[src/rtl/disp_ctrl_regs_pkg.sv]
package disp_ctrl_regs_pkg;

  localparam int DW       = 32;
  localparam int NUM_REGS = 5;
  localparam int IDX_W    = 3;

  localparam int IDX_MAIN = 0;
  localparam int IDX_AUX  = 1;
  localparam int IDX_XFER = 2;
  localparam int IDX_CUR  = 3;
  localparam int IDX_NEXT = 4;

  // main control bit positions
  localparam int B_SRST   = 31;
  localparam int B_CKGATE = 30;
  localparam int B_DOTCLK = 17;
  localparam int B_BUSW   = 10;
  localparam int B_WLEN   = 8;
  localparam int B_RUN    = 0;

  // auxiliary control bit positions
  localparam int B_FCLR   = 21;
  localparam int B_PACK   = 16;

  localparam logic [DW-1:0] MAIN_MASK = 32'hC002_0F01;
  localparam logic [DW-1:0] AUX_MASK  = 32'h000F_0000;
  localparam logic [DW-1:0] FULL_MASK = 32'hFFFF_FFFF;

  typedef enum logic [1:0] {
    ALIAS_WR   = 2'd0,
    ALIAS_SET  = 2'd1,
    ALIAS_CLR  = 2'd2,
    ALIAS_NONE = 2'd3
  } alias_e;

  function automatic logic [DW-1:0] alias_merge(input logic [DW-1:0] cur,
                                                input logic [DW-1:0] wdata,
                                                input logic [DW-1:0] mask,
                                                input alias_e op);
    logic [DW-1:0] m;
    m = wdata & mask;
    case (op)
      ALIAS_WR:  return m;
      ALIAS_SET: return (cur & mask) | m;
      ALIAS_CLR: return (cur & mask) & ~m;
      default:   return cur;
    endcase
  endfunction

endpackage

[src/rtl/dcr_decode.sv]
module dcr_decode
  import disp_ctrl_regs_pkg::*;
#(
  parameter int ADDR_W = 8
) (
  input  logic                 bus_valid_i,
  input  logic                 bus_write_i,
  input  logic [ADDR_W-1:0]    bus_addr_i,
  output logic [NUM_REGS-1:0]  wr_hit_o,
  output alias_e               op_o,
  output logic [IDX_W-1:0]     rd_idx_o,
  output logic                 rd_known_o
);
  localparam int SLOT_W = ADDR_W - 4;

  logic [SLOT_W-1:0] slot;
  logic              wr_any;
  logic              unused_low;

  assign slot       = bus_addr_i[ADDR_W-1:4];
  assign op_o       = alias_e'(bus_addr_i[3:2]);
  assign unused_low = ^bus_addr_i[1:0];
  assign wr_any     = bus_valid_i && bus_write_i && (op_o != ALIAS_NONE);
  assign rd_known_o = (int'(slot) < NUM_REGS);
  assign rd_idx_o   = slot[IDX_W-1:0];

  for (genvar g = 0; g < NUM_REGS; g++) begin : g_hit
    assign wr_hit_o[g] = wr_any && (int'(slot) == g);
  end
endmodule

[src/rtl/dcr_word.sv]
module dcr_word
  import disp_ctrl_regs_pkg::*;
#(
  parameter logic [DW-1:0] MASK = FULL_MASK
) (
  input  logic          clk,
  input  logic          rst_n,
  input  logic          clr_i,
  input  logic          wr_i,
  input  alias_e        op_i,
  input  logic [DW-1:0] wdata_i,
  output logic [DW-1:0] q_o
);
  logic [DW-1:0] d;

  always_comb begin
    if (clr_i)     d = '0;
    else if (wr_i) d = alias_merge(q_o, wdata_i, MASK, op_i);
    else           d = q_o;
  end

  always_ff @(posedge clk or negedge rst_n) begin
    if (!rst_n) q_o <= '0;
    else        q_o <= d;
  end
endmodule

[src/rtl/dcr_main.sv]
module dcr_main
  import disp_ctrl_regs_pkg::*;
(
  input  logic          clk,
  input  logic          rst_n,
  input  logic          wr_i,
  input  alias_e        op_i,
  input  logic [DW-1:0] wdata_i,
  input  logic          fifo_empty_i,
  output logic [DW-1:0] q_o,
  output logic          srst_nxt_o
);
  logic [DW-1:0] nv, d;
  logic          drain_q, drain_d;
  logic          stop_req;

  assign nv         = wr_i ? alias_merge(q_o, wdata_i, MAIN_MASK, op_i) : q_o;
  assign srst_nxt_o = nv[B_SRST];
  assign stop_req   = (q_o[B_RUN] && !nv[B_RUN]) ||
                      (nv[B_RUN] && !nv[B_DOTCLK]);

  always_comb begin
    d       = nv;
    drain_d = drain_q;
    if (nv[B_SRST]) begin
      d         = '0;
      d[B_SRST] = 1'b1;
      drain_d   = 1'b0;
    end else if (drain_q) begin
      d[B_RUN] = !fifo_empty_i;
      drain_d  = !fifo_empty_i;
    end else if (stop_req) begin
      d[B_RUN] = 1'b1;
      drain_d  = 1'b1;
    end
  end

  always_ff @(posedge clk or negedge rst_n) begin
    if (!rst_n) begin
      q_o     <= '0;
      drain_q <= 1'b0;
    end else begin
      q_o     <= d;
      drain_q <= drain_d;
    end
  end
endmodule

[src/rtl/dcr_aux.sv]
module dcr_aux
  import disp_ctrl_regs_pkg::*;
(
  input  logic          clk,
  input  logic          rst_n,
  input  logic          clr_i,
  input  logic          wr_i,
  input  alias_e        op_i,
  input  logic [DW-1:0] wdata_i,
  output logic [DW-1:0] q_o,
  output logic          fifo_clear_o
);
  logic pulse_d;

  assign pulse_d = wr_i && !clr_i && (op_i != ALIAS_CLR) && wdata_i[B_FCLR];

  dcr_word #(.MASK(AUX_MASK)) u_pack (
    .clk     (clk),
    .rst_n   (rst_n),
    .clr_i   (clr_i),
    .wr_i    (wr_i),
    .op_i    (op_i),
    .wdata_i (wdata_i),
    .q_o     (q_o)
  );

  always_ff @(posedge clk or negedge rst_n) begin
    if (!rst_n) fifo_clear_o <= 1'b0;
    else        fifo_clear_o <= pulse_d;
  end
endmodule

[src/rtl/dcr_bufswap.sv]
module dcr_bufswap
  import disp_ctrl_regs_pkg::*;
(
  input  logic          clk,
  input  logic          rst_n,
  input  logic          clr_i,
  input  logic          wr_next_i,
  input  alias_e        op_i,
  input  logic [DW-1:0] wdata_i,
  input  logic          frame_start_i,
  output logic [DW-1:0] next_o,
  output logic [DW-1:0] cur_o
);
  logic [DW-1:0] cur_d;

  dcr_word #(.MASK(FULL_MASK)) u_next (
    .clk     (clk),
    .rst_n   (rst_n),
    .clr_i   (clr_i),
    .wr_i    (wr_next_i),
    .op_i    (op_i),
    .wdata_i (wdata_i),
    .q_o     (next_o)
  );

  always_comb begin
    if (clr_i)              cur_d = '0;
    else if (frame_start_i) cur_d = next_o;
    else                    cur_d = cur_o;
  end

  always_ff @(posedge clk or negedge rst_n) begin
    if (!rst_n) cur_o <= '0;
    else        cur_o <= cur_d;
  end
endmodule

[src/rtl/disp_ctrl_regs.sv]
module disp_ctrl_regs
  import disp_ctrl_regs_pkg::*;
#(
  parameter int ADDR_W = 8
) (
  input  logic              clk,
  input  logic              rst_n,
  input  logic              bus_valid_i,
  input  logic              bus_write_i,
  input  logic [ADDR_W-1:0] bus_addr_i,
  input  logic [31:0]       bus_wdata_i,
  output logic [31:0]       bus_rdata_o,
  input  logic              fifo_empty_i,
  input  logic              frame_start_i,
  output logic              run_o,
  output logic              dotclk_mode_o,
  output logic              clk_gate_o,
  output logic              soft_reset_o,
  output logic [1:0]        bus_width_o,
  output logic [1:0]        word_len_o,
  output logic [3:0]        pack_mask_o,
  output logic              fifo_clear_o,
  output logic [15:0]       line_count_o,
  output logic [15:0]       line_pixels_o,
  output logic [31:0]       cur_buf_o
);
  logic [NUM_REGS-1:0] wr_hit;
  alias_e              op;
  logic [IDX_W-1:0]    rd_idx;
  logic                rd_known;
  logic                srst_nxt;
  logic [DW-1:0]       main_q, aux_q, xfer_q, next_q, cur_q;
  logic [DW-1:0]       rd_vals [NUM_REGS];

  dcr_decode #(.ADDR_W(ADDR_W)) u_dec (
    .bus_valid_i (bus_valid_i),
    .bus_write_i (bus_write_i),
    .bus_addr_i  (bus_addr_i),
    .wr_hit_o    (wr_hit),
    .op_o        (op),
    .rd_idx_o    (rd_idx),
    .rd_known_o  (rd_known)
  );

  dcr_main u_main (
    .clk          (clk),
    .rst_n        (rst_n),
    .wr_i         (wr_hit[IDX_MAIN]),
    .op_i         (op),
    .wdata_i      (bus_wdata_i),
    .fifo_empty_i (fifo_empty_i),
    .q_o          (main_q),
    .srst_nxt_o   (srst_nxt)
  );

  dcr_aux u_aux (
    .clk          (clk),
    .rst_n        (rst_n),
    .clr_i        (srst_nxt),
    .wr_i         (wr_hit[IDX_AUX]),
    .op_i         (op),
    .wdata_i      (bus_wdata_i),
    .q_o          (aux_q),
    .fifo_clear_o (fifo_clear_o)
  );

  dcr_word #(.MASK(FULL_MASK)) u_xfer (
    .clk     (clk),
    .rst_n   (rst_n),
    .clr_i   (srst_nxt),
    .wr_i    (wr_hit[IDX_XFER]),
    .op_i    (op),
    .wdata_i (bus_wdata_i),
    .q_o     (xfer_q)
  );

  dcr_bufswap u_buf (
    .clk           (clk),
    .rst_n         (rst_n),
    .clr_i         (srst_nxt),
    .wr_next_i     (wr_hit[IDX_NEXT]),
    .op_i          (op),
    .wdata_i       (bus_wdata_i),
    .frame_start_i (frame_start_i),
    .next_o        (next_q),
    .cur_o         (cur_q)
  );

  logic unused_cur_hit;
  assign unused_cur_hit = wr_hit[IDX_CUR];

  always_comb begin
    rd_vals[IDX_MAIN] = main_q;
    rd_vals[IDX_AUX]  = aux_q;
    rd_vals[IDX_XFER] = xfer_q;
    rd_vals[IDX_CUR]  = cur_q;
    rd_vals[IDX_NEXT] = next_q;
    bus_rdata_o       = rd_known ? rd_vals[rd_idx] : '0;
  end

  assign run_o         = main_q[B_RUN];
  assign dotclk_mode_o = main_q[B_DOTCLK];
  assign clk_gate_o    = main_q[B_CKGATE];
  assign soft_reset_o  = main_q[B_SRST];
  assign bus_width_o   = main_q[B_BUSW+1:B_BUSW];
  assign word_len_o    = main_q[B_WLEN+1:B_WLEN];
  assign pack_mask_o   = aux_q[B_PACK+3:B_PACK];
  assign line_count_o  = xfer_q[31:16];
  assign line_pixels_o = xfer_q[15:0];
  assign cur_buf_o     = cur_q;
endmodule

[config.mk]
export PLATFORM = sky130hd
export DESIGN_NAME = disp_ctrl_regs
export DESIGN_NICKNAME = d
export VERILOG_FILES = /design/src/rtl/disp_ctrl_regs_pkg.sv /design/src/rtl/dcr_decode.sv /design/src/rtl/dcr_word.sv /design/src/rtl/dcr_main.sv /design/src/rtl/dcr_aux.sv /design/src/rtl/dcr_bufswap.sv /design/src/rtl/disp_ctrl_regs.sv
export SDC_FILE = /design/constraint.sdc
export NUM_CORES = 1
export LEC_CHECK = 0
export ABC_AREA = 0
export BUFFER_PORTS_ARGS = -buffer_cell sky130_fd_sc_hd__buf_2
export CORE_MARGIN = 1.5
export CORE_UTILIZATION = 50
export DETAILED_ROUTE_END_ITERATION = 12
export PLACE_DENSITY_LB_ADDON = 0.2
export SYNTH_ARGS = -nofsm -noshare
export SYNTH_HDL_FRONTEND = slang
export SYNTH_SLANG_ARGS = --single-unit
export TNS_END_PERCENT = 50
[constraint.sdc]
create_clock -name clk -period 5.3 [get_ports clk]
set_clock_uncertainty 0.05 [all_clocks]
set_input_delay 1.06 -clock clk [delete_from_list [all_inputs] [get_ports clk]]
set_output_delay 1.06 -clock clk [all_outputs]
set_load 0.005 [all_outputs]
==> results_dict.tcl, run 1 <==
set metrics [dict create \
    fin_ws_ns 1.18 \
    cp.required_ns 4.19 \
    ys.flop_type "dfrtp_1" \
    cts_hold_buf 0 \
    dp_worst_setup_slack_ns 1.26 \
    cap_violations 0 \
    crit_slowest_cell "o21bai_2" \
    grt_max_degree 70 \
    synth_area_leader_cell "dfrtp_1" \
    clockBufferDepth 2 \
    cts_tree "yes" \
    cp_num_buf_inv 2 \
    yosys.cell_types.count 48 \
    first_global_vias 5455 \
    ys_seq_elements 110 \
    drc 0 \
    crit_chain "buf_2, nor2_1, o21bai_2, nor2_1, buf_2" \
    drive_gt1_frac 0.281 \
    place_hpwl_um 11500 \
    synth_warnings 0 \
    rr_worst_depth 4 \
    final.setup.tns_ns 0 \
    hold_path.class "register to register" \
    hold-worst-slack_ns 0.490 \
    synth_cells 636 \
    die_y_um 114 \
    synth_seq_area_share 0.450 \
    coreArea_sq_mm 0.0120 \
    end_kind "output pin" \
    reg2reg_from "u_main.q_o[31]" \
    setup-violations-final 0 \
    r2r_slack_ns 3.54 \
    grt_overflow 0 \
    critPathMaxStageDelay_ns 0.96 \
    r2r_end "u_main.q_o[0]" \
    critPathMaxFanout 21 \
    synth_fp_nets 686 \
    relSlewSlack 0.207 \
    synth_most_common_cell "dfrtp_1" \
    drt_iter0_drc 503 \
    vias 5690 \
    whs_endpoint "u_buf.cur_o[7]" \
    worstMarginPinSlew_ns 1.19 \
    nets 803 \
    diodes 0 \
    synth_edf_count 0 \
    track_usage 0.289 \
    critPathLaunchType "input port" \
    design_area_sq_mm 0.00723 \
    antenna_left 0 \
    cts_root_buf "clkbuf_16" \
    max_freq_ghz 0.243 \
    drv_slew 0 \
    grt_pass1_wl_um 29300 \
    place_area_sq_mm 0.00692 \
    clk_latency_ns 0.35 \
    syn_avg_cell_area_sq_um 9.61 \
    hold_viol 0 \
    hold_path_depth 2 \
    first_pass_iters 5 \
    path_clk_slew_ns 0.07 \
    hp-start "u_buf.cur_o[7]" \
    netlist_area_sq_mm 0.00611 \
    critPathTopFamily "compound AO/OA/AOI/OAI gates" \
    power.density_mw_per_mm2 292 \
    cp.arrival_ns 3.01 \
    post-place-cells 889 \
    wl_per_cell_um 20.2 \
    numCtsBuffers 9 \
    worstSetupPathType "input port to output pin" \
    die_w_um 114 \
    clkSinkCount 110 \
    io_buffers 152 \
    status "complete, no violations" \
    place_congestion 0.792 \
    cts_resized 0 \
    peakVddDrop_mv 0.245 \
    synth-async-reset-ratio 1.00 \
    ys_top_cells_by_count "110 x dfrtp_1, 103 x nor2_1, 89 x a21oi_1, 59 x mux2i_1, 39 x a211oi_1" \
    post-cts-setup-buffer-count 0 \
    period_needed_ns 4.12 \
    power.leakage_nw 3.47 \
    synth_top_area_share 0.450 \
    final_cells 905 \
    die_area_sq_mm 0.0129 \
    htree_levels 3 \
    start_util 0.511 \
    finalCritPeriodShare 0.777 \
    vias_per_cell 6.29 \
    num_rows 40 \
    synth_area_leaders "dfrtp_1 45%, mux2i_1 9.7%, a21oi_1 7.3%" \
    ios 155 \
    antenna_found_initial 0 \
    grt_setup_unrepaired "false" \
    wirelength_um 18300 \
    area_growth_pct 18.2 \
]
logic make-up (layout without fill, tap and decap cells):
group                      Yosys count  count (layout)  share of synthesized area
DFF                                110             110                      0.450
buffers and inverters               63             185                     0.0448
muxes                               71              71                      0.121
and+or+nand+nor                    152             152                      0.113
AOI/OAI and AO/OA                  236             236                      0.263
adders and majority gates            4               4                    0.00819
final cells by class:
| class | instances | area (sq um) |
|---|---|---|
| flip-flops and latches | 110 | 2750 |
| multi-input cells | 463 | 3120 |
| well taps | 147 | 184 |
| repair buffers | 162 | 838 |
| inverters | 7 | 26.3 |
| clock buffers | 13 | 260 |
| fillers | 1068 | 4740 |
| clock inverters | 3 | 42.5 |
power breakdown:
group          switching [W]  internal [W]  total [W]  leakage [nW]
sequential         0.0000686      0.000915   0.000984          1.50
combinational       0.000256      0.000172   0.000427          1.82
clock               0.000308      0.000393   0.000701         0.146
through the flow:
| stage | power, W | utilization |
|---|---|---|
| 2_1_floorplan | 0.00125 | - |
| 3_3_place_gp | 0.00141 | 0.579 |
| 3_5_place_dp | 0.00142 | 0.579 |
| 4_1_cts | 0.00212 | 0.604 |
| 5_1_grt | 0.00220 | 0.604 |
| 6_report | 0.00211 | 0.604 |
cells in the final DEF (no fill, tap or decap), drive strengths merged, types with 7 or more instances in the layout:
| cell type | instances |
|---|---|
| a211oi | 54 |
| a21oi | 89 |
| a22o | 10 |
| a22oi | 15 |
| buf | 162 |
| clkbuf | 13 |
| dfrtp | 110 |
| mux2 | 11 |
| mux2i | 59 |
| nand2 | 7 |
| nor2 | 103 |
| nor3 | 14 |
| o211ai | 22 |
| o21ai | 27 |
flip-flops by register name (all words and copies together), names as in the netlist:
name,flops
u_aux.fifo_clear_o,1
u_aux.u_pack.q_o,4
u_buf.cur_o,32
u_buf.u_next.q_o,32
u_main.drain_q,1
u_main.q_o,8
u_xfer.q_o,32
per-layer routing:
layer,global-route usage,up-vias,part of all wire
met5,0,-,0
met3,0.0457,26,0.075
met4,0.104,0,0.020
met2,0.455,255,0.47
li1,-,2585,-
met1,0.407,2824,0.44
worst max path at each step:
stage	startpoint	slack, ns	end	cells past startpoint
2_1_floorplan	bus_addr_i[4]	2.00	bus_rdata_o[12]	6
3_3_place_gp	bus_addr_i[5]	1.31	bus_rdata_o[24]	5
3_5_place_dp	bus_addr_i[5]	1.26	bus_rdata_o[1]	5
4_1_cts	bus_addr_i[5]	1.27	bus_rdata_o[1]	5
5_1_grt	bus_addr_i[5]	1.10	bus_rdata_o[1]	5
6_report	bus_addr_i[5]	1.18	bus_rdata_o[1]	5
worst register-to-register path, delay by kind of cell (launching register included):
family	cells	cell delay, ns
compound gates	2	0.23
buf+inv	1	0.72
flops	1	0.45
simple gates	1	0.16
Power figures use the tool's default switching activity.
==> run 2: changes to the inputs <==
--- a/config.mk
+++ b/config.mk
@@ -8,7 +8,7 @@
 export ABC_AREA = 0
 export BUFFER_PORTS_ARGS = -buffer_cell sky130_fd_sc_hd__buf_2
 export CORE_MARGIN = 1.5
-export CORE_UTILIZATION = 50
+export CORE_UTILIZATION = 49
 export DETAILED_ROUTE_END_ITERATION = 12
 export PLACE_DENSITY_LB_ADDON = 0.2
 export SYNTH_ARGS = -nofsm -noshare
==> constraint.sdc (replaced) <==
create_clock -name clk -period 3.5 [get_ports clk]
set_clock_uncertainty 0.05 [all_clocks]
set_input_delay 0.7 -clock clk [delete_from_list [all_inputs] [get_ports clk]]
set_output_delay 0.7 -clock clk [all_outputs]
set_load 0.005 [all_outputs]
==> run 2 against run 1 <==
Non-clock buffer count is 12 higher. Core utilization is 0.52 points higher. Combinational power is 55% higher. Count of clock-buffer cells in the layout stayed put. Clock power is 50% higher. Register-to-register slack worse by 1.5 ns. First-iteration DRC count is 4.8% lower. Critical path type unchanged. Critical endpoint is now bus_rdata_o[2]. Largest power group unchanged. Highest routed layer unchanged.
==> results_dict.tcl, run 2 (synthesis results as in run 1) <==
set metrics [dict create \
    status "complete, no violations" \
    antenna_found_initial 0 \
    pwr-share-comb 0.207 \
    ios 155 \
    rr_worst_depth 4 \
    grt_overflow 0 \
    coreArea_sq_mm 0.0121 \
    grt_pass1_wl_um 28900 \
    start_util 0.505 \
    top_regs "u_buf.cur_o (32), u_buf.u_next.q_o (32), u_xfer.q_o (32)" \
    cap_violations 0 \
    ff_latch_area_sq_mm 0.00275 \
    post-place-cells 922 \
    critPathLaunchType "input port" \
    finalCritPeriodShare 0.877 \
    path_clk_slew_ns 0.07 \
    power.net_switching_w 0.000950 \
    numCtsBuffers 9 \
    cp.arrival_ns 2.32 \
    cts_hold_buf 0 \
    drt_iter0_drc 479 \
    cts_root_buf "clkbuf_16" \
    die_area_sq_mm 0.0132 \
    worstMarginPinSlew_ns 0.799 \
    area_growth_pct 20.7 \
    multi_input_area_sq_mm 0.00312 \
    drive_gt1_frac 0.292 \
    grt_setup_unrepaired "false" \
    cp.required_ns 2.75 \
    max_freq_ghz 0.326 \
    io_buffers 152 \
    cts_tree "yes" \
    die_w_um 115 \
    wirelength_um 18300 \
    num_rows 40 \
    r2r_slack_ns 2.00 \
    pwr-share-seq 0.465 \
    setup-violations-final 0 \
    period_needed_ns 3.07 \
    hold_viol 0 \
    drv_slew 0 \
    htree_levels 3 \
    relSlewSlack 0.465 \
    grt_max_degree 64 \
    antenna_left 0 \
    die_y_um 115 \
    swShare 0.296 \
    r2r_end "u_buf.u_next.q_o[29]" \
    pwr-share-clk 0.328 \
    vias_per_cell 6.08 \
    first_pass_iters 4 \
    clkSinkCount 110 \
    final_common_cell "buf_2" \
    cts_resized 0 \
    clockBufferDepth 2 \
    reg2reg_from "u_main.q_o[31]" \
    hold_path.class "input port to asynchronous set/reset pin" \
    final_cell_mix "151 x buf_2, 110 x dfrtp_1, 103 x nor2_1" \
    end_kind "output pin" \
    first_global_vias 5508 \
    worstSetupPathType "input port to output pin" \
    final_cells 938 \
    vias 5702 \
    diodes 0 \
    p_int_w 0.00226 \
    clk_latency_ns 0.35 \
    peakVddDrop_mv 0.302 \
    place_hpwl_um 11900 \
    power.leakage_nw 3.54 \
    place_congestion 0.861 \
    drc 0 \
    post-cts-setup-buffer-count 0 \
    nets 815 \
    final.setup.tns_ns 0 \
    critPathMaxFanout 21 \
    track_usage 0.286 \
    power.density_mw_per_mm2 434 \
    nFillCells 1066 \
    wl_per_cell_um 19.5 \
]
[run 2: layout make-up]
cell class              count  area share
multi-input cells         463       0.423
flip-flops and latches    110       0.373
repair buffers            174       0.131
clock buffers              13      0.0353
well taps                 168      0.0285
clock inverters             3     0.00576
inverters                   7     0.00356
[run 2: how the worst max path moves through the flow]
stage / startpoint / to / slack, ns / cells after the start
2_1_floorplan: bus_addr_i[4] / bus_rdata_o[12] / 0.92 / 6
3_3_place_gp: bus_addr_i[4] / u_buf.u_next.q_o[15] / 0.52 / 8
3_5_place_dp: bus_addr_i[4] / u_buf.u_next.q_o[29] / 0.43 / 8
4_1_cts: bus_addr_i[5] / bus_rdata_o[2] / 0.52 / 6
5_1_grt: bus_addr_i[5] / bus_rdata_o[2] / 0.41 / 6
6_report: bus_addr_i[5] / bus_rdata_o[2] / 0.43 / 6
[run 2: per-stage QoR]
step | power [W] | worst slack, ns | cell area [sq um] | hold slack, ns | util
final | 0.00321 | 0.431 | 7380 | 0.377 | 0.609
after detailed placement | 0.00217 | 0.427 | 7080 | 0.472 | 0.584
after floorplan | 0.00189 | 0.919 | 6110 | 0.354 | -
after global routing | 0.00336 | 0.406 | 7380 | 0.442 | 0.609
after CTS | 0.00323 | 0.516 | 7380 | 0.405 | 0.609
after global placement | 0.00214 | 0.516 | 7080 | 0.466 | 0.584
[run 2: power groups by stage]
stage,Sequential [W],Combinational [W],Clock [W]
after detailed placement,0.00151,0.000661,0
after floorplan,0.00149,0.000394,0
after CTS,0.00149,0.000665,0.00107
final,0.00149,0.000662,0.00105
after global routing,0.00151,0.000733,0.00112
after global placement,0.00150,0.000640,0
[run 2: metal layers]
layer | share of wire | vias to the layer above | GRT usage
li1 | - | 2616 | -
met1 | 0.43 | 2811 | 0.390
met2 | 0.48 | 245 | 0.457
met3 | 0.072 | 30 | 0.0408
met4 | 0.020 | 0 | 0.123
met5 | 0 | - | 0
[run 2: critical path: stages]
cell and delay [ns]:
buf_2 0.24, nor2_1 0.68, o21bai_2 0.08, buf_4 0.25, nor2_1 0.22, buf_2 0.15
==> run 3: changes to the inputs <==
--- a/config.mk
+++ b/config.mk
@@ -8,7 +8,7 @@
 export ABC_AREA = 0
 export BUFFER_PORTS_ARGS = -buffer_cell sky130_fd_sc_hd__buf_2
 export CORE_MARGIN = 1.5
-export CORE_UTILIZATION = 49
+export CORE_UTILIZATION = 50
 export DETAILED_ROUTE_END_ITERATION = 12
 export PLACE_DENSITY_LB_ADDON = 0.2
 export SYNTH_ARGS = -nofsm -noshare
==> constraint.sdc (replaced) <==
create_clock -name clk -period 3.2 [get_ports clk]
set_clock_uncertainty 0.05 [all_clocks]
set_input_delay 0.64 -clock clk [delete_from_list [all_inputs] [get_ports clk]]
set_output_delay 0.64 -clock clk [all_outputs]
set_load 0.005 [all_outputs]
==> run 3 against run 2 <==
Critical path depth did not move. Clock power rose by 11%. Sequential cell count is the same. Non-clock buffer count increased by 7. Register-to-register slack worse by 0.27 ns. Critical path type unchanged. Highest routed layer unchanged. Global-route usage up 0.064 points. Worst hold slack got worse by 0.11 ns. Via count up 0.77%. Final cell count fell by 1.4%. Sequential share of layout area shrank 0.24 points.
==> results_dict.tcl, run 3 (synthesis results as in run 1) <==
set metrics [dict create \
    num_rows 40 \
    path_common_cell "buf_2" \
    crit_chain "buf_2, nor2_1, a22o_1, nand2_1, a21oi_1, buf_2" \
    vias_per_cell 6.21 \
    end_kind "output pin" \
    critPathTopFamily "simple AND/OR/NAND/NOR gates" \
    antenna_left 0 \
    place_area_sq_mm 0.00712 \
    area_growth_pct 21.5 \
    die_w_um 114 \
    period_needed_ns 2.89 \
    clockBufferDepth 2 \
    final.setup.tns_ns 0 \
    cp.arrival_ns 2.20 \
    design_area_sq_mm 0.00743 \
    grt_overflow 0 \
    cts_hold_buf 0 \
    critPathMaxStageDelay_ns 0.67 \
    drive_gt1_frac 0.301 \
    peakVddDrop_mv 0.269 \
    first_global_vias 5469 \
    io_buffers 152 \
    reg2reg_from "u_main.q_o[31]" \
    clkSinkCount 110 \
    coreArea_sq_mm 0.0120 \
    wirelength_um 18300 \
    cts_root_buf "clkbuf_16" \
    worstMarginPinSlew_ns 0.858 \
    cp_num_buf_inv 2 \
    drc 0 \
    critPathLaunchType "input port" \
    die_y_um 114 \
    power.density_mw_per_mm2 476 \
    post-cts-setup-buffer-count 0 \
    rr_worst_depth 4 \
    max_freq_ghz 0.345 \
    worstSetupPathType "input port to output pin" \
    ios 155 \
    grt_setup_unrepaired "false" \
    numCtsBuffers 9 \
    cts_tree "yes" \
    start_util 0.511 \
    status "complete, no violations" \
    hold_path.class "input port to asynchronous set/reset pin" \
    grt_pass1_wl_um 29100 \
    setup-violations-final 0 \
    grt_max_degree 62 \
    r2r_end "u_aux.fifo_clear_o" \
    place_hpwl_um 12300 \
    endpoint "bus_rdata_o[30]" \
    critPathMaxFanout 17 \
    r2r_slack_ns 1.73 \
    startpoint "bus_addr_i[4]" \
    nets 822 \
    finalCritPeriodShare 0.905 \
    hold-worst-slack_ns 0.265 \
    final_common_cell "buf_2" \
    hold_viol 0 \
    relSlewSlack 0.424 \
    cp.depth 6 \
    antenna_found_initial 1 \
    power.leakage_nw 3.58 \
    clk_latency_ns 0.35 \
    path_clk_slew_ns 0.07 \
    cts_resized 0 \
    cp.required_ns 2.51 \
    track_usage 0.287 \
    wl_per_cell_um 19.8 \
    drt_iter0_drc 544 \
    top_regs "u_buf.cur_o (32), u_buf.u_next.q_o (32), u_xfer.q_o (32)" \
    final_cell_mix "151 x buf_2, 110 x dfrtp_1, 103 x nor2_1" \
    place_congestion 0.835 \
    die_area_sq_mm 0.0129 \
    crit_slowest_cell "nor2_1" \
    vias 5746 \
    htree_levels 3 \
    first_pass_iters 5 \
    drv_slew 0 \
    cap_violations 0 \
]
run 3: cell count changes in the layout (fill, tap and decap cells not counted), sizes merged:
cell | before | now
buf | 174 | 181
clkbuf | 13 | 11
clkinv | 2 | 3
diode | 0 | 1
inv | 6 | 7
run 3: cell type report:
class	instances	area [sq um]
tap	147	184
multi-input combinational	463	3120
clock buffer	11	253
timing repair buffer	181	1030
fill	1030	4530
sequential	110	2750
antenna	1	2.50
inverter	7	26.3
clock inverter	5	56.3
run 3: through the flow:
step | power, W | worst slack, ns | util | instances
final | 0.00354 | 0.305 | 0.621 | 925
after global routing | 0.00369 | 0.246 | 0.621 | 925
after CTS | 0.00355 | 0.347 | 0.621 | 924
after detailed placement | 0.00238 | 0.353 | 0.595 | 908
after global placement | 0.00235 | 0.355 | 0.595 | 908
after floorplan | 0.00207 | 0.739 | - | 636
run 3: worst min path at each step:
stage	cells past startpoint	slack, ns	start	to
finish	1	0.27	rst_n	u_aux.fifo_clear_o
global route	1	0.31	rst_n	u_aux.fifo_clear_o
CTS	1	0.28	rst_n	u_xfer.q_o[9]
detailed placement	2	0.49	u_buf.cur_o[30]	u_buf.cur_o[30]
global placement	2	0.47	u_buf.cur_o[8]	u_buf.cur_o[8]
floorplan	0	0.29	rst_n	u_aux.fifo_clear_o
run 3: power by group:
part	total, W	internal [W]	switching (W)
registers	0.00163	0.00152	0.000114
logic	0.000733	0.000304	0.000429
clock network	0.00117	0.000651	0.000522
total	0.00354	0.00247	0.00107
run 3: routing by layer:
layer	part of all wire	vias up	track usage
li1	-	2632	-
met1	0.46	2827	0.415
met2	0.45	253	0.429
met3	0.065	34	0.0473
met4	0.025	0	0.119
met5	0	-	0
